==> src/rtl/sdi_pkg.sv <==
package sdi_pkg;

    typedef enum logic [1:0] {
        WIRE3     = 2'd0,
        WIRE4     = 2'd1,
        WIRE5_CLK = 2'd2,
        WIRE5_CS  = 2'd3
    } sdi_mode_e;

    typedef enum logic [2:0] {
        ST_IDLE  = 3'd0,
        ST_SETUP = 3'd1,
        ST_PRE   = 3'd2,
        ST_CTRL  = 3'd3,
        ST_DATA  = 3'd4,
        ST_HOLD  = 3'd5
    } sdi_state_e;

endpackage

==> src/rtl/sdi_tick_gen.sv <==
// Half-bit tick source: one tick every (div+1) clocks while run is high.
module sdi_tick_gen #(
    parameter int DIV_W = 8
) (
    input  logic             clk,
    input  logic             rst_n,
    input  logic             load,
    input  logic             run,
    input  logic [DIV_W-1:0] div,
    output logic             tick
);

    logic [DIV_W-1:0] cnt;
    logic [DIV_W-1:0] div_l;

    always_ff @(posedge clk or negedge rst_n) begin
        if (!rst_n) begin
            cnt   <= '0;
            div_l <= '0;
        end else if (load) begin
            cnt   <= div;
            div_l <= div;
        end else if (run) begin
            if (cnt == '0) begin
                cnt <= div_l;
            end else begin
                cnt <= cnt - 1'b1;
            end
        end
    end

    assign tick = run && (cnt == '0);

endmodule

==> src/rtl/sdi_seq.sv <==
// Frame sequencer: walks SETUP, PRE, CTRL, DATA and HOLD in half-bit steps.
module sdi_seq
    import sdi_pkg::*;
#(
    parameter int DW      = 8,
    parameter int PRE_MAX = 16,
    parameter int LEN_W   = 4,
    parameter int PL_W    = $clog2(PRE_MAX + 1),
    parameter int CNT_W   = $clog2((PRE_MAX > DW) ? PRE_MAX : DW)
) (
    input  logic             clk,
    input  logic             rst_n,
    input  logic             start,
    input  logic             tick,
    input  logic [PL_W-1:0]  pre_len,
    input  logic [1:0]       nctrl,
    input  logic [LEN_W-1:0] len,
    output sdi_state_e       state,
    output logic             half,
    output logic [CNT_W-1:0] cnt,
    output logic             ev_sample,
    output logic             ev_shift,
    output logic             ev_word_end,
    output logic             ev_next_word
);

    localparam logic [CNT_W-1:0] DATA_TOP = CNT_W'(DW - 1);

    sdi_state_e       state_d;
    logic             half_d;
    logic [CNT_W-1:0] cnt_d;
    logic [LEN_W-1:0] word, word_d;

    sdi_state_e       first_st, after_pre_st;
    logic [CNT_W-1:0] first_cnt, after_pre_cnt;

    // Entry points that skip empty phases
    always_comb begin
        if (nctrl != 2'd0) begin
            after_pre_st  = ST_CTRL;
            after_pre_cnt = CNT_W'(nctrl - 2'd1);
        end else begin
            after_pre_st  = ST_DATA;
            after_pre_cnt = DATA_TOP;
        end
        if (pre_len != '0) begin
            first_st  = ST_PRE;
            first_cnt = CNT_W'(pre_len - 1'b1);
        end else begin
            first_st  = after_pre_st;
            first_cnt = after_pre_cnt;
        end
    end

    // Next-state logic
    always_comb begin
        state_d = state;
        half_d  = half;
        cnt_d   = cnt;
        word_d  = word;
        unique case (state)
            ST_IDLE: begin
                if (start) begin
                    state_d = ST_SETUP;
                    half_d  = 1'b0;
                end
            end
            ST_SETUP: begin
                if (tick) begin
                    if (!half) begin
                        half_d = 1'b1;
                    end else begin
                        half_d  = 1'b0;
                        state_d = first_st;
                        cnt_d   = first_cnt;
                        word_d  = '0;
                    end
                end
            end
            ST_PRE: begin
                if (tick) begin
                    if (!half) begin
                        half_d = 1'b1;
                    end else begin
                        half_d = 1'b0;
                        if (cnt == '0) begin
                            state_d = after_pre_st;
                            cnt_d   = after_pre_cnt;
                        end else begin
                            cnt_d = cnt - 1'b1;
                        end
                    end
                end
            end
            ST_CTRL: begin
                if (tick) begin
                    if (!half) begin
                        half_d = 1'b1;
                    end else begin
                        half_d = 1'b0;
                        if (cnt == '0) begin
                            state_d = ST_DATA;
                            cnt_d   = DATA_TOP;
                        end else begin
                            cnt_d = cnt - 1'b1;
                        end
                    end
                end
            end
            ST_DATA: begin
                if (tick) begin
                    if (!half) begin
                        half_d = 1'b1;
                    end else begin
                        half_d = 1'b0;
                        if (cnt == '0) begin
                            if (word == len) begin
                                state_d = ST_HOLD;
                            end else begin
                                word_d = word + 1'b1;
                                cnt_d  = DATA_TOP;
                            end
                        end else begin
                            cnt_d = cnt - 1'b1;
                        end
                    end
                end
            end
            ST_HOLD: begin
                if (tick) begin
                    if (!half) begin
                        half_d = 1'b1;
                    end else begin
                        half_d  = 1'b0;
                        state_d = ST_IDLE;
                    end
                end
            end
            default: begin
                state_d = ST_IDLE;
                half_d  = 1'b0;
            end
        endcase
    end

    // State register
    always_ff @(posedge clk or negedge rst_n) begin
        if (!rst_n) begin
            state <= ST_IDLE;
            half  <= 1'b0;
            cnt   <= '0;
            word  <= '0;
        end else begin
            state <= state_d;
            half  <= half_d;
            cnt   <= cnt_d;
            word  <= word_d;
        end
    end

    // Event strobes for the datapath
    always_comb begin
        ev_sample    = tick && !half && (state == ST_DATA);
        ev_shift     = tick &&  half && (state == ST_DATA) && (cnt != '0);
        ev_word_end  = tick &&  half && (state == ST_DATA) && (cnt == '0);
        ev_next_word = ev_word_end && (word != len);
    end

endmodule

==> src/rtl/sdi_shift.sv <==
// Transmit and receive word registers, MSB first.
module sdi_shift #(
    parameter int DW = 8
) (
    input  logic          clk,
    input  logic          rst_n,
    input  logic          load,
    input  logic [DW-1:0] load_data,
    input  logic          shift,
    input  logic          sample,
    input  logic          sd_in,
    input  logic          word_done,
    output logic          tx_bit,
    output logic [DW-1:0] rx_word,
    output logic          rx_valid
);

    logic [DW-1:0] tx_q;

    always_ff @(posedge clk or negedge rst_n) begin
        if (!rst_n) begin
            tx_q     <= '0;
            rx_word  <= '0;
            rx_valid <= 1'b0;
        end else begin
            if (load) begin
                tx_q <= load_data;
            end else if (shift) begin
                tx_q <= {tx_q[DW-2:0], 1'b0};
            end
            if (sample) begin
                rx_word <= {rx_word[DW-2:0], sd_in};
            end
            rx_valid <= word_done;
        end
    end

    assign tx_bit = tx_q[DW-1];

endmodule

==> src/rtl/sdi_ctrl.sv <==
// Serial display interface master: top level.
module sdi_ctrl
    import sdi_pkg::*;
#(
    parameter int DW      = 8,
    parameter int PRE_MAX = 16,
    parameter int DIV_W   = 8,
    parameter int LEN_W   = 4,
    parameter int PL_W    = $clog2(PRE_MAX + 1)
) (
    input  logic               clk,
    input  logic               rst_n,
    input  logic [1:0]         cfg_mode,
    input  logic               cfg_cpol,
    input  logic [PL_W-1:0]    cfg_pre_len,
    input  logic [PRE_MAX-1:0] cfg_pre_bits,
    input  logic               cfg_rs_first,
    input  logic               cfg_rw_en,
    input  logic [DIV_W-1:0]   cfg_div,
    input  logic               cmd_valid,
    input  logic               cmd_read,
    input  logic               cmd_rs,
    input  logic [LEN_W-1:0]   cmd_len,
    input  logic [DW-1:0]      wr_data,
    output logic               wr_take,
    output logic [DW-1:0]      rd_data,
    output logic               rd_valid,
    output logic               busy,
    output logic               cs_n,
    output logic               sclk,
    output logic               sd_out,
    output logic               sd_oe,
    input  logic               sd_in,
    output logic               rs_out
);

    localparam int CNT_W = $clog2((PRE_MAX > DW) ? PRE_MAX : DW);
    localparam int PI_W  = $clog2(PRE_MAX);

    sdi_state_e       state;
    logic             half;
    logic [CNT_W-1:0] cnt;
    logic             tick;
    logic             accept;
    logic             ev_sample, ev_shift, ev_word_end, ev_next_word;
    logic             tx_bit;
    logic             in_bits;
    logic             ctl_bit;

    // Frame settings captured at acceptance
    sdi_mode_e        mode_l;
    logic             cpol_l, rsf_l, rwen_l, read_l, rs_l;
    logic [PL_W-1:0]  plen_l;
    logic [PRE_MAX-1:0] pbits_l;
    logic [LEN_W-1:0] len_l;
    logic [1:0]       nctrl;
    logic             take_q;

    assign accept = cmd_valid && (state == ST_IDLE);

    always_ff @(posedge clk or negedge rst_n) begin
        if (!rst_n) begin
            mode_l  <= WIRE3;
            cpol_l  <= 1'b0;
            rsf_l   <= 1'b0;
            rwen_l  <= 1'b0;
            read_l  <= 1'b0;
            rs_l    <= 1'b0;
            plen_l  <= '0;
            pbits_l <= '0;
            len_l   <= '0;
        end else if (accept) begin
            mode_l  <= sdi_mode_e'(cfg_mode);
            cpol_l  <= cfg_cpol;
            rsf_l   <= cfg_rs_first;
            rwen_l  <= cfg_rw_en;
            read_l  <= cmd_read;
            rs_l    <= cmd_rs;
            plen_l  <= (cfg_pre_len > PL_W'(PRE_MAX)) ? PL_W'(PRE_MAX) : cfg_pre_len;
            pbits_l <= cfg_pre_bits;
            len_l   <= cmd_len;
        end
    end

    // Select travels in the stream only on 3- and 4-wire links
    assign nctrl = {1'b0, rwen_l} + {1'b0, (mode_l == WIRE3) || (mode_l == WIRE4)};

    always_ff @(posedge clk or negedge rst_n) begin
        if (!rst_n) begin
            take_q <= 1'b0;
        end else begin
            take_q <= accept ? !cmd_read : (ev_next_word && !read_l);
        end
    end

    sdi_tick_gen #(
        .DIV_W (DIV_W)
    ) u_tick (
        .clk   (clk),
        .rst_n (rst_n),
        .load  (accept),
        .run   (state != ST_IDLE),
        .div   (cfg_div),
        .tick  (tick)
    );

    sdi_seq #(
        .DW      (DW),
        .PRE_MAX (PRE_MAX),
        .LEN_W   (LEN_W),
        .PL_W    (PL_W),
        .CNT_W   (CNT_W)
    ) u_seq (
        .clk          (clk),
        .rst_n        (rst_n),
        .start        (accept),
        .tick         (tick),
        .pre_len      (plen_l),
        .nctrl        (nctrl),
        .len          (len_l),
        .state        (state),
        .half         (half),
        .cnt          (cnt),
        .ev_sample    (ev_sample),
        .ev_shift     (ev_shift),
        .ev_word_end  (ev_word_end),
        .ev_next_word (ev_next_word)
    );

    sdi_shift #(
        .DW (DW)
    ) u_shift (
        .clk       (clk),
        .rst_n     (rst_n),
        .load      (accept || (ev_next_word && !read_l)),
        .load_data (wr_data),
        .shift     (ev_shift && !read_l),
        .sample    (ev_sample && read_l),
        .sd_in     (sd_in),
        .word_done (ev_word_end && read_l),
        .tx_bit    (tx_bit),
        .rx_word   (rd_data),
        .rx_valid  (rd_valid)
    );

    // Control-bit pick: with two bits, cnt==1 is the first one sent
    always_comb begin
        if (nctrl == 2'd2) begin
            if (cnt[0]) begin
                ctl_bit = rsf_l ? rs_l : read_l;
            end else begin
                ctl_bit = rsf_l ? read_l : rs_l;
            end
        end else begin
            ctl_bit = rwen_l ? read_l : rs_l;
        end
    end

    // Output decode
    always_comb begin
        in_bits = (state == ST_PRE) || (state == ST_CTRL) || (state == ST_DATA);
        cs_n    = (state == ST_IDLE);
        busy    = (state != ST_IDLE);
        wr_take = take_q;
        sclk    = (state == ST_IDLE) ? cfg_cpol : (cpol_l ^ (half && in_bits));
        unique case (state)
            ST_PRE:  sd_out = pbits_l[cnt[PI_W-1:0]];
            ST_CTRL: sd_out = ctl_bit;
            ST_DATA: sd_out = read_l ? 1'b0 : tx_bit;
            default: sd_out = 1'b0;
        endcase
        sd_oe = (state != ST_IDLE) &&
                !((mode_l == WIRE3) && read_l && (state == ST_DATA));
        unique case (mode_l)
            WIRE5_CLK: rs_out = (state == ST_DATA) && rs_l;
            WIRE5_CS:  rs_out = rs_l;
            default:   rs_out = 1'b0;
        endcase
    end

endmodule

==> config.mk <==
export PLATFORM = sky130hd
export DESIGN_NAME = sdi_ctrl
export DESIGN_NICKNAME = d
export VERILOG_FILES = /design/src/rtl/sdi_pkg.sv /design/src/rtl/sdi_tick_gen.sv /design/src/rtl/sdi_seq.sv /design/src/rtl/sdi_shift.sv /design/src/rtl/sdi_ctrl.sv
export SDC_FILE = /design/constraint.sdc
export NUM_CORES = 1
export LEC_CHECK = 0
export BUFFER_PORTS_ARGS = -buffer_cell sky130_fd_sc_hd__buf_2
export CAP_MARGIN = 10
export CORE_MARGIN = 4
export CORE_UTILIZATION = 57
export DETAILED_ROUTE_END_ITERATION = 8
export GPL_ROUTABILITY_DRIVEN = 0
export GPL_TIMING_DRIVEN = 0
export PLACE_DENSITY = 0.78
export SYNTH_ARGS = -nofsm -noshare
export SYNTH_HDL_FRONTEND = slang
export SYNTH_SLANG_ARGS = --single-unit
==> constraint.sdc <==
create_clock -name clk -period 2.8 [get_ports clk]
set_input_delay 0.7 -clock clk [delete_from_list [all_inputs] [get_ports clk]]
set_output_delay 0.7 -clock clk [all_outputs]
set_load 0.03 [all_outputs]
Word-level counts from Yosys, hierarchy flattened:

Cells that the tools add are included.

* reduce and logical (&&, ||, !) cells: 43
* bitwise operators: 1
* eq/ne operators: 29
* add/subtract/negate cells: 6
* $lt $le $gt $ge: 2
* multiplexer cells: 62

Operators by type and width (number)
* $mux 4: 20
* $mux 3: 17
* $mux 8: 5
* $ne 2x1->1 const B: 16
* $logic_and 1x1->1: 18
* $pmux 3 s6: 1
* $pmux 4 s4: 1
* $reduce_and 15->1: 1
* $mux 1: 12
* $reduce_and 10->1: 1
* $logic_not 8->1: 1
* $pmux 4 s2: 1
* $reduce_bool 2->1: 4
* $reduce_bool 4->1: 2
* $sub 4x1->4 const B: 2
* $sub 8x1->8 const B: 1
* $reduce_and 7->1: 1
* $eq 2x2->1 const B: 3
* $eq 3x2->1 const B: 2
* $eq 3x3->1 const B: 2
* $gt 5x5->1 const B: 1
* $lt 4x5->1 const B: 1
* $mux 5: 1
* $reduce_bool 5->1: 1
* other kinds (21): 28

* bits of input ports: 52
* output and inout bits: 16
* register bits after elaboration: 78
* word-level logic and storage cells: 162

Logic depth before layout (Yosys ltp):

Gate-level depths: netlist (run 1).

* depth after elaboration: 9
* gate-level depth with buffers: 9
* gate-level depth less buffers: 7

By module:

Synthesis (run 1) repeated with hierarchy kept, for this count alone.

* cells, all modules: 407
* area, all modules: 4385.5 sq um

Modules (own cells, without submodules)
* sdi_ctrl: instances 1, area an instance 1650.3 sq um, sequential area each 825.8 sq um, cells each 135
* sdi_seq: instances 1, area an instance 1139.8 sq um, sequential area each 300.3 sq um, cells each 135
* sdi_tick_gen: instances 1, area an instance 869.6 sq um, sequential area each 400.4 sq um, cells each 85
* sdi_shift: instances 1, area an instance 725.7 sq um, sequential area each 425.4 sq um, cells each 52

Worst setup path after synthesis (run 1):

OpenSTA, ideal clock, no wires.

* kind: reg2out
* start point: reg u_seq.state[1]
* end point: out sclk
* arrival: 2016 ps
* required time: 2100 ps
* buffers on the path: 1
* setup slack: 84 ps
* stages on the path, launching flop included: 7
* path through: dfrtp_1 > or3b_2 > clkbuf_1 > nand2_1 > nand2_1 > xor2_1 > o21ai_0

* longest elaborated chain between the ends: 6
* elaborated cells on any way between the ends: 9
* those cells by class: eq/ne: 3; mux: 1; bitwise: 1; reduce/logical: 4

Ends and longest elaborated chain
* start, declared: RTL line sdi_seq.sv:18 `output sdi_state_e state,`
* start signal, assigned: RTL line sdi_seq.sv:154 `state <= state_d;`
* $eq 3x2->1: RTL line sdi_ctrl.sv:161 `in_bits = (state == ST_PRE) || (state == ST_CTRL) || (state == ST_DATA);`
* $logic_or 1x1->1 (2 in a row): RTL line sdi_ctrl.sv:161
* $logic_and 1x1->1: RTL line sdi_ctrl.sv:165 `sclk = (state == ST_IDLE) ? cfg_cpol : (cpol_l ^ (half && in_bits));`
* $xor 1x1->1: RTL line sdi_ctrl.sv:165
* $mux 1 (*): RTL line sdi_ctrl.sv:165
* end, declared: RTL line sdi_ctrl.sv:30 `output logic sclk,`

Mark *: on every way between the ends. The rest lies on a longest branch, timed or not.

Worst setup path after layout (run 1):

* start point: reg u_seq.cnt[0]
* end point: out sd_out

* longest elaborated chain between the ends: 3
* elaborated cells on any way between the ends: 5
* those cells by class: mux: 5

Ends and longest elaborated chain
* start, declared: RTL line sdi_seq.sv:20 `output logic [CNT_W-1:0] cnt,`
* start signal, assigned: RTL line sdi_seq.sv:156 `cnt <= cnt_d;`
* $bmux 1 s4 or $mux 1 (tied branches): RTL line sdi_ctrl.sv:167, sdi_ctrl.sv:149
* $mux 1 (on tied branches): RTL line sdi_ctrl.sv:167, sdi_ctrl.sv:148
* $pmux 1 s3 (*): RTL line sdi_ctrl.sv:166 `unique case (state)`
* end, declared: RTL line sdi_ctrl.sv:31 `output logic sd_out,`

Mark *: on every way between the ends. The rest lies on a longest branch, timed or not. The select of a mux whose other input is x is not followed.

==> impl_metrics.yaml, run 1 <==
clock_network:
  h-tree-depth: 3
  cts_made_buffers: 9
  clock_path_buffers: 2
  cts-root-buf: "sky130_fd_sc_hd__clkbuf_8"
  clkTransAtPathRegs_ns: 0.08
  clkLatencyLatePin_ns: 0.35
  clkSinkCount: 78
  tritoncts: "built"
synthesis:
  post-synth-top-area-cell: "sky130_fd_sc_hd__dfrtp_1"
  yosys.cell_types.count: 62
  synth_area_leaders: "sky130_fd_sc_hd__dfrtp_1 46%, sky130_fd_sc_hd__mux2_2 14%, sky130_fd_sc_hd__o21ai_0 3.2%, sky130_fd_sc_hd__ha_1 2.6%, sky130_fd_sc_hd__mux2i_1 2.6%"
  ys_seq_area_share_pct: 45.75
  number_of_flops_mapped_to_enable_cells_by_yosys: 0
  synth-seq-cells: 78
  async_reset_ff_share_pct: 100.0
  syn_inst: 383
  synthesized_net_count: 444
  synth_top_area_share_pct: 45.75
  syn_avg_cell_area_sq_um: 11.14
  synth_area_sq_um: 4267
  synth_top_flop_cell: "sky130_fd_sc_hd__dfrtp_1"
  yosys_warnings: 0
route:
  drc_errors: 0
  vias: 3238
  drt_first_iter_violations: 206
  antenna_left: 0
  drt_pass1_iterations: 6
  routed_wire_per_std_cell_microns: 16.09
  routed_vias_inst: 5.681
  wirelength_microns: 9174
die:
  dieHeight_microns: 94.52
  fp-row-count: 31
  horizontal_die_dimension_microns: 94.52
  initial_utilization_pct: 58.82
  ios: 68
  die_area_sq_um: 8933
  placeableCoreArea_sq_um: 7253
timing:
  drv_slew: 0
  final-setup-viol-count: 0
  final_layout_worst_hold_slack_ns: 0.2919
  period_share_pct: 98.14
  post_route_clock_skew_ns: 0.01030
  timing.fmax_mhz: 363.9
  max-slew-margin-rel_pct: 53.51
  rsz0062_at_grt: "yes"
  worst_slew_pin_slew_ns: 0.6877
  hold_viol: 0
  fin_ws_ns: 0.05204
  setup_tns_ns: 0
  period_minus_slack_ns: 2.748
setup_path:
  worst_path_largest_cell_delay_ns: 0.53
  worst-endpoint-required_ns: 2.10
  cp.buffers_inverters: 1
  critical_path.max_fanout: 7
  criticalPathCategory: "flip-flop to primary output"
  arrival_ns: 2.05
  critical_path.most_common_cell: "sky130_fd_sc_hd__mux2i_1"
  end_kind: "primary output"
  crit_path_cell_trace: "mux4_2 > mux2i_1 > mux2i_1 > mux2i_1 > o21ai_1 > buf_4"
  cp_delay_by_family_top: "multiplexers"
  critical_path_cell_with_the_highest_stage_delay: "sky130_fd_sc_hd__mux4_2"
  setup.reg_to_reg.worst_slack_ns: 0.14
  critPathLaunchType: "flip-flop"
power_and_ir_drop:
  vdd.ir_drop.worst_mv: 0.7096
  pwr_density_cell_nw_per_um2: 940.8
  p_leak_uw: 0.002254
layout:
  layout_cell_share_with_drive_strength_beyond_1_pct: 36.52
  flow.area_growth_from_synthesis_pct: 17.60
  final_cell_mix: "77 x sky130_fd_sc_hd__dfrtp_1, 71 x sky130_fd_sc_hd__buf_2, 52 x sky130_fd_sc_hd__mux2_2"
  fill_cells: 563
  nets: 527
  utilization_pct: 69.17
  mostFrequentLayoutCell: "sky130_fd_sc_hd__dfrtp_1"
  number_of_antenna_cells_inserted: 0
  register_area_sq_um: 1953
  multiInputGateArea_sq_um: 2170
global_route:
  grt_max_degree: 44
  vias_in_the_first_global_route: 3200
  grt.total_usage_pct: 21.53
  wire_length_of_the_first_global_routing_pass_microns: 14940
  globalRoute.totalOverflow: 0
  grt_antenna_before_repair: 0
placed_design:
  placement.io_buffers: 67
  post-place-ws_ns: -0.07628
  dp.final_hpwl_microns: 6725
run:
  count_of_maximum_capacitance_violations: 0
outcome:
  outcome: "finished, final reports clean"
hold_path:
  hold_class: "input pin to async pin"
[sequential cells by signal, indices dropped and copies added, names as in the netlist]
register,count
u_seq.half,1
len_l,4
cpol_l,1
pbits_l,16
u_seq.state,3
read_l,1
u_shift.tx_q,8
plen_l,5
mode_l,2
wr_take,1
u_seq.word,4
rwen_l,1
u_seq.cnt,4
u_shift.rx_word,8
u_tick.div_l,8
rs_l,1
rsf_l,1
u_tick.cnt,8
u_shift.rx_valid,1
[cell usage after synthesis (2+ instances only)]
cell type,instances
sky130_fd_sc_hd__a211o_1,2
sky130_fd_sc_hd__a211oi_1,3
sky130_fd_sc_hd__a21oi_1,18
sky130_fd_sc_hd__a221oi_1,3
sky130_fd_sc_hd__a41oi_1,2
sky130_fd_sc_hd__and3_1,2
sky130_fd_sc_hd__buf_2,7
sky130_fd_sc_hd__clkbuf_1,10
sky130_fd_sc_hd__dfrtp_1,78
sky130_fd_sc_hd__ha_1,9
sky130_fd_sc_hd__inv_1,14
sky130_fd_sc_hd__mux2_1,7
sky130_fd_sc_hd__mux2_2,52
sky130_fd_sc_hd__mux2i_1,11
sky130_fd_sc_hd__mux4_2,4
sky130_fd_sc_hd__nand2_1,27
sky130_fd_sc_hd__nand2b_1,5
sky130_fd_sc_hd__nand3_1,7
sky130_fd_sc_hd__nand3b_1,2
sky130_fd_sc_hd__nor2_1,17
sky130_fd_sc_hd__nor2b_1,5
sky130_fd_sc_hd__nor3_1,9
sky130_fd_sc_hd__nor3_4,2
sky130_fd_sc_hd__nor3b_1,3
sky130_fd_sc_hd__nor4_4,2
sky130_fd_sc_hd__o211a_1,2
sky130_fd_sc_hd__o211ai_1,4
sky130_fd_sc_hd__o21ai_0,27
sky130_fd_sc_hd__o21bai_1,2
sky130_fd_sc_hd__o22ai_1,2
sky130_fd_sc_hd__o31ai_1,4
sky130_fd_sc_hd__or3b_2,2
sky130_fd_sc_hd__xnor2_1,10
[where the power goes]
part | leakage, uW | total, uW | switching, uW | internal, uW
clock network | 0.0000998 | 918 | 414 | 504
registers | 0.000967 | 1890 | 339 | 1550
logic | 0.00119 | 1910 | 963 | 947
total | 0.00225 | 4720 | 1720 | 3000
[repair_timing]
| action | 4_1_cts | 5_1_grt |
|---|---|---|
| endpoints found under the setup margin | 3 | 11 |
| hold buffers | 0 | 0 |
| resized for setup | 4 | 3 |
| buffers inserted | 0 | 6 |
| pin swaps | 0 | 2 |
[per-layer routing]
layer | up-vias | wire length (microns) | track usage, %
met5 | - | 0 | 0
met4 | 0 | 186 | 7.332
met3 | 15 | 421 | 4.701
met2 | 79 | 4731 | 36.94
met1 | 1584 | 3834 | 26.99
li1 | 1560 | - | -
[layout make-up]
cell class                      instances  share of cell area, %
Buffer                                 18                  1.796
Clock buffer                           11                  2.618
Clock inverter                          5                  1.671
Inverter                               16                  1.197
Multi-Input combinational cell        269                  43.24
Sequential cell                        78                  38.93
Tap cell                               99                  2.469
Timing Repair Buffer                   74                  8.080
[cells by family (layout without fill, tap and decap cells)]
group           Yosys count  after routing  synth area share (%)
simple gates             94             94                 13.11
buf+inv                  36            124                 3.636
xor+xnor                 11             11                 2.258
mux                      74             74                 20.26
flops                    78             78                 45.75
compound gates           81             81                 12.35
fa+ha+maj                 9              9                 2.639
[final timing paths]
check | to | start | depth (start not counted)
worst max-delay path | sd_out | u_seq.cnt[0] | 6
worst min-delay path | len_l[2] | rst_n | 1
worst max register to register | u_shift.tx_q[6] | u_tick.cnt[0] | 8
worst min register to register | u_tick.div_l[3] | u_tick.div_l[3] | 1
max in group asynchronous | u_tick.div_l[3] | rst_n | 2
min in group clk | u_tick.div_l[3] | u_tick.div_l[3] | 1
[through the flow]
step	instance area, sq um	power (uW)	instances
floorplan	4267	3291	383
global placement	4726	3696	549
detailed placement	4748	3782	550
CTS	4962	4704	564
global route	5017	5060	570
finish	5017	4720	570
(Power assumes the default switching activity.)
==> run 2, diff against run 1 <==
--- a/config.mk
+++ b/config.mk
@@ -12,7 +12,7 @@
 export DETAILED_ROUTE_END_ITERATION = 8
 export GPL_ROUTABILITY_DRIVEN = 0
 export GPL_TIMING_DRIVEN = 0
-export PLACE_DENSITY = 0.78
+export PLACE_DENSITY = 0.8
 export SYNTH_ARGS = -nofsm -noshare
 export SYNTH_HDL_FRONTEND = slang
 export SYNTH_SLANG_ARGS = --single-unit
==> impl_metrics.yaml, run 2 (same netlist as run 1, synthesis figures left out) <==
clock_network:
  cts_made_buffers: 9
  clkSinkCount: 78
  clock_path_buffers: 2
  cts-root-buf: "sky130_fd_sc_hd__clkbuf_8"
  tritoncts: "built"
  h-tree-depth: 3
  clkTransAtPathRegs_ns: 0.08
  clkLatencyLatePin_ns: 0.35
layout:
  final_cell_mix: "77 x sky130_fd_sc_hd__dfrtp_1, 70 x sky130_fd_sc_hd__buf_2, 52 x sky130_fd_sc_hd__mux2_2"
  nets: 527
  multiInputGateArea_sq_um: 2170
  register_area_sq_um: 1953
  max_reg_flops: 16
  top_register: "pbits_l"
  design_area_sq_um: 4976
  mostFrequentLayoutCell: "sky130_fd_sc_hd__dfrtp_1"
  flow.area_growth_from_synthesis_pct: 16.63
  fin_cells: 570
  fill_cells: 564
  layout_cell_share_with_drive_strength_beyond_1_pct: 36.73
  number_of_antenna_cells_inserted: 0
route:
  routed_wire_per_std_cell_microns: 15.78
  drt_first_iter_violations: 321
  dr_wl_met2_microns: 4583
  met1_wire_length_microns: 3811
  wirelength_microns: 8992
  antenna_left: 0
  maxUsedRoutingLayer: "met4"
  drc_errors: 0
  vias: 3295
  routed_vias_inst: 5.781
  route.met3.wl_microns: 480
  drt_pass1_iterations: 7
power_and_ir_drop:
  vdd.ir_drop.worst_mv: 0.5839
  total_power_after_layout_uw: 4525
  pwr-share-seq_pct: 41.7
  switchingPower_uw: 1717
  clock_power_share_pct: 16.2
  power_frac_comb_pct: 42.1
  switching_share_of_total_power_pct: 37.94
  internal_power_uw: 2808
  p_leak_uw: 0.002233
  pwr_density_cell_nw_per_um2: 909.3
timing:
  max-slew-margin-rel_pct: 47.60
  setup_tns_ns: 0
  post_route_clock_skew_ns: 0.009832
  period_share_pct: 95.83
  timing.fmax_mhz: 372.7
  period_minus_slack_ns: 2.683
  hold_viol: 0
  drv_slew: 0
  rsz0062_at_grt: "yes"
  worst_slew_pin_slew_ns: 0.7751
  final-setup-viol-count: 0
setup_path:
  critPathLaunchType: "flip-flop"
  critical_path.max_fanout: 10
  arrival_ns: 1.98
  worst-endpoint-required_ns: 2.10
  worst-r2r-cell-count: 8
  critical_path_cell_with_the_highest_stage_delay: "sky130_fd_sc_hd__nor3_2"
  worst_path_largest_cell_delay_ns: 0.56
  r2r_start: "u_tick.cnt[0]"
  end_kind: "primary output"
  crit_path_cell_trace: "clkbuf_4 > nor3_2 > o211a_1 > buf_2"
  reg2reg_to: "u_shift.tx_q[3]"
  criticalPathCategory: "flip-flop to primary output"
  setup.reg_to_reg.worst_slack_ns: 0.23
outcome:
  outcome: "finished, final reports clean"
die:
  placeableCoreArea_sq_um: 7253
  die_area_sq_um: 8933
  horizontal_die_dimension_microns: 94.52
  dieHeight_microns: 94.52
  initial_utilization_pct: 58.82
  fp-row-count: 31
  ios: 68
run:
  count_of_maximum_capacitance_violations: 0
placed_design:
  placement.io_buffers: 67
  dp.final_hpwl_microns: 6667
  placedCellCount: 550
  dpl-instance-area_sq_um: 4748
hold_path:
  hold_class: "input pin to async pin"
global_route:
  grt_antenna_before_repair: 0
  wire_length_of_the_first_global_routing_pass_microns: 15410
  grt.total_usage_pct: 21.80
  vias_in_the_first_global_route: 3276
  globalRoute.totalOverflow: 0
  grt_max_degree: 43
## run 2: cell types whose count changed in the layout (fill, tap and decap cells not counted), sizes merged
| cell | change |
|---|---|
| bufinv | -2 |
| clkinv | +1 |
| clkinvlp | +1 |
## run 2: layer usage
layer	vias up	global-route usage [%]
met5	-	0
li1	1566	-
met2	90	37.23
met1	1623	28.02
met4	0	6.611
met3	16	4.462
## run 2: how the worst max path moves through the flow
stage / slack, ns / endpoint / cells past startpoint / startpoint
2_1_floorplan: 0.08 / sclk / 6 / u_seq.state[1]
3_3_place_gp: 0.03 / u_seq.cnt[2] / 8 / u_seq.cnt[0]
3_5_place_dp: -0.03 / u_seq.cnt[2] / 8 / u_seq.cnt[0]
4_1_cts: 0.008 / sd_out / 6 / u_seq.cnt[0]
5_1_grt: -0.01 / sd_out / 6 / u_seq.cnt[0]
6_report: 0.12 / rs_out / 4 / u_seq.state[1]
## run 2: layout make-up
| type | count | area share, % |
|---|---|---|
| sequential | 78 | 39.25 |
| buffer | 18 | 1.836 |
| clock inverter | 5 | 0.7292 |
| tap | 99 | 2.489 |
| multi-input combinational | 269 | 43.60 |
| inverter | 16 | 1.257 |
| clock buffer | 11 | 2.640 |
| timing repair buffer | 74 | 8.197 |
## run 2: per-stage QoR
step	worst slack, ns	util (%)	hold WS (ns)
global route	-0.01070	68.60	0.3221
floorplan	0.08445	-	0.4044
CTS	0.008040	67.72	0.3100
global placement	0.03301	65.15	0.4664
finish	0.1168	68.60	0.2954
detailed placement	-0.02769	65.46	0.4905
## run 2: power groups by stage
stage	Combinational [uW]	Sequential, uW	Clock [uW]
after detailed placement	1880	1900	0
final	1900	1880	735
after CTS	1890	1880	751
after global routing	2120	1940	803
after floorplan	1480	1810	0
after global placement	1820	1880	0
## run 2: worst max-delay path: cells and delay by family, from the launching register on
family | cells | cell delay, ns
buf+inv | 2 | 0.41
simple gates | 1 | 0.56
flops | 1 | 0.44
compound gates | 1 | 0.23
## run 2: timing repair
item                                   4_1_cts  5_1_grt
hold buffers                                 0        0
pin swaps                                    0        2
resized for setup                            2        9
setup buffers                                0        6
endpoints found under the hold margin        0        0
setup endpoints to repair                    4       11
==> run 3, diff against run 2 <==
--- a/config.mk
+++ b/config.mk
@@ -9,6 +9,7 @@
 export CAP_MARGIN = 10
 export CORE_MARGIN = 4
 export CORE_UTILIZATION = 57
+export CTS_BUF_LIST = sky130_fd_sc_hd__clkbuf_4 sky130_fd_sc_hd__clkbuf_8 sky130_fd_sc_hd__clkbuf_16
 export DETAILED_ROUTE_END_ITERATION = 8
 export GPL_ROUTABILITY_DRIVEN = 0
 export GPL_TIMING_DRIVEN = 0
==> impl_metrics.yaml, run 3 (same netlist as run 1, synthesis figures left out) <==
route:
  routed_vias_inst: 5.781
  wirelength_microns: 8970
  antenna_left: 0
  routed_wire_per_std_cell_microns: 15.74
  drt_pass1_iterations: 7
  vias: 3295
  drt_first_iter_violations: 306
  drc_errors: 0
timing:
  final_layout_worst_hold_slack_ns: 0.2957
  post_route_clock_skew_ns: 0.009323
  period_share_pct: 95.51
  final-setup-viol-count: 0
  rsz0062_at_grt: "yes"
  period_minus_slack_ns: 2.674
  timing.fmax_mhz: 373.9
  hold_viol: 0
  drv_slew: 0
  setup_tns_ns: 0
  max-slew-margin-rel_pct: 47.89
  worst_slew_pin_slew_ns: 0.7708
setup_path:
  critPathLaunchType: "flip-flop"
  worst_path_largest_cell_delay_ns: 0.54
  worst-endpoint-required_ns: 2.10
  end_kind: "primary output"
  reg2reg_to: "u_shift.tx_q[3]"
  criticalPathCategory: "flip-flop to primary output"
  critical_path.endpoint: "sd_out"
  timing.critical_path.from: "u_seq.cnt[0]"
  crit_path_cell_trace: "mux4_2 > mux2i_1 > mux2i_1 > mux2i_1 > o21ai_1 > buf_4"
  critical_path.most_common_cell: "sky130_fd_sc_hd__mux2i_1"
  r2r_start: "u_tick.cnt[0]"
  setup.reg_to_reg.worst_slack_ns: 0.23
  critical_path.max_fanout: 6
  critical_path_cell_with_the_highest_stage_delay: "sky130_fd_sc_hd__mux4_2"
  arrival_ns: 1.97
  worst-r2r-cell-count: 8
placed_design:
  dp.final_hpwl_microns: 6667
  placement.io_buffers: 67
  placedCellCount: 550
clock_network:
  h-tree-depth: 3
  tritoncts: "built"
  cts_made_buffers: 9
  cts-root-buf: "sky130_fd_sc_hd__clkbuf_8"
  clkLatencyLatePin_ns: 0.35
  clkTransAtPathRegs_ns: 0.08
  holdBufCountCts: 0
  clkSinkCount: 78
  clock_path_buffers: 2
global_route:
  wire_length_of_the_first_global_routing_pass_microns: 15400
  global_route.peak_usage_layer: "met2"
  grt_max_degree: 43
  grt_antenna_before_repair: 0
  met2_usage_pct: 37.29
  grt.total_usage_pct: 21.78
  use_met1_pct: 27.92
  globalRoute.totalOverflow: 0
  grtUsageMet3_pct: 4.462
  vias_in_the_first_global_route: 3276
die:
  placeableCoreArea_sq_um: 7253
  die_area_sq_um: 8933
  fp-row-count: 31
  ios: 68
  initial_utilization_pct: 58.82
  dieHeight_microns: 94.52
  horizontal_die_dimension_microns: 94.52
power_and_ir_drop:
  vdd.ir_drop.worst_mv: 0.5844
  p_leak_uw: 0.002240
  pwr_density_cell_nw_per_um2: 911.8
layout:
  final_cell_mix: "77 x sky130_fd_sc_hd__dfrtp_1, 70 x sky130_fd_sc_hd__buf_2, 52 x sky130_fd_sc_hd__mux2_2"
  top_register: "pbits_l"
  flow.area_growth_from_synthesis_pct: 16.80
  layout_cell_share_with_drive_strength_beyond_1_pct: 37.15
  utilization_pct: 68.71
  mostFrequentLayoutCell: "sky130_fd_sc_hd__dfrtp_1"
  number_of_antenna_cells_inserted: 0
  fill_cells: 562
  fin_cells: 570
  max_reg_flops: 16
  nets: 527
run:
  count_of_maximum_capacitance_violations: 0
hold_path:
  hold_class: "input pin to async pin"
outcome:
  outcome: "finished, final reports clean"
-- run 3: cell count changes in the layout (fill, tap and decap cells not counted) --
cell | previous run | this run
sky130_fd_sc_hd__clkbuf_1 | 9 | 7
sky130_fd_sc_hd__clkbuf_4 | 1 | 3
-- run 3: worst min path at each step --
stage	start	end	slack (ns)	depth (start not counted)
after global placement	u_seq.cnt[1]	u_seq.cnt[1]	0.47	2
after detailed placement	u_tick.div_l[0]	u_tick.div_l[0]	0.49	1
after floorplan	rst_n	cpol_l	0.40	0
final	rst_n	u_shift.tx_q[4]	0.30	1
after CTS	rst_n	u_shift.tx_q[4]	0.31	1
after global routing	rst_n	u_shift.tx_q[4]	0.32	1
-- run 3: metrics by stage --
step           cell area, sq um  power, uW  worst slack, ns
3_5_place_dp               4748       3783         -0.02769
2_1_floorplan              4267       3291          0.08445
4_1_cts                    4920       4544         0.006917
3_3_place_gp               4726       3695          0.03301
5_1_grt                    4984       4886         -0.01156
6_report                   4984       4544           0.1257
-- run 3: final cells by class --
| class | instances | area (sq um) | area share (%) |
|---|---|---|---|
| clock buffer | 11 | 138.9 | 2.787 |
| tap | 99 | 123.9 | 2.486 |
| timing repair buffer | 74 | 407.9 | 8.185 |
| clock inverter | 5 | 36.28 | 0.7281 |
| buffer | 18 | 91.34 | 1.833 |
| multi-input combinational | 269 | 2170 | 43.54 |
| inverter | 16 | 62.56 | 1.255 |
| sequential | 78 | 1953 | 39.19 |
-- run 3: routing by layer --
layer	up-vias	wire length, microns
li1	1566	-
met1	1619	3769
met3	14	481
met2	96	4610
met4	0	110
met5	-	0
-- run 3: what timing repair did --
action / CTS / global route
gates resized for setup: 2 / 9
endpoints found under the setup margin: 4 / 11
pin swaps: 0 / 2
setup buffers: 0 / 6
-- run 3: report_power, final --
part,switching [uW],leakage (uW),internal (uW)
combinational,972,0.00119,933
sequential,332,0.000967,1550
clock,412,0.0000824,342
-- run 3: worst max-delay path: cells and delay by family, from the launching register on --
family / cells / cell delay [ns]
compound gates: 1 / 0.08
flops: 1 / 0.46
mux: 4 / 0.93
buf+inv: 1 / 0.17
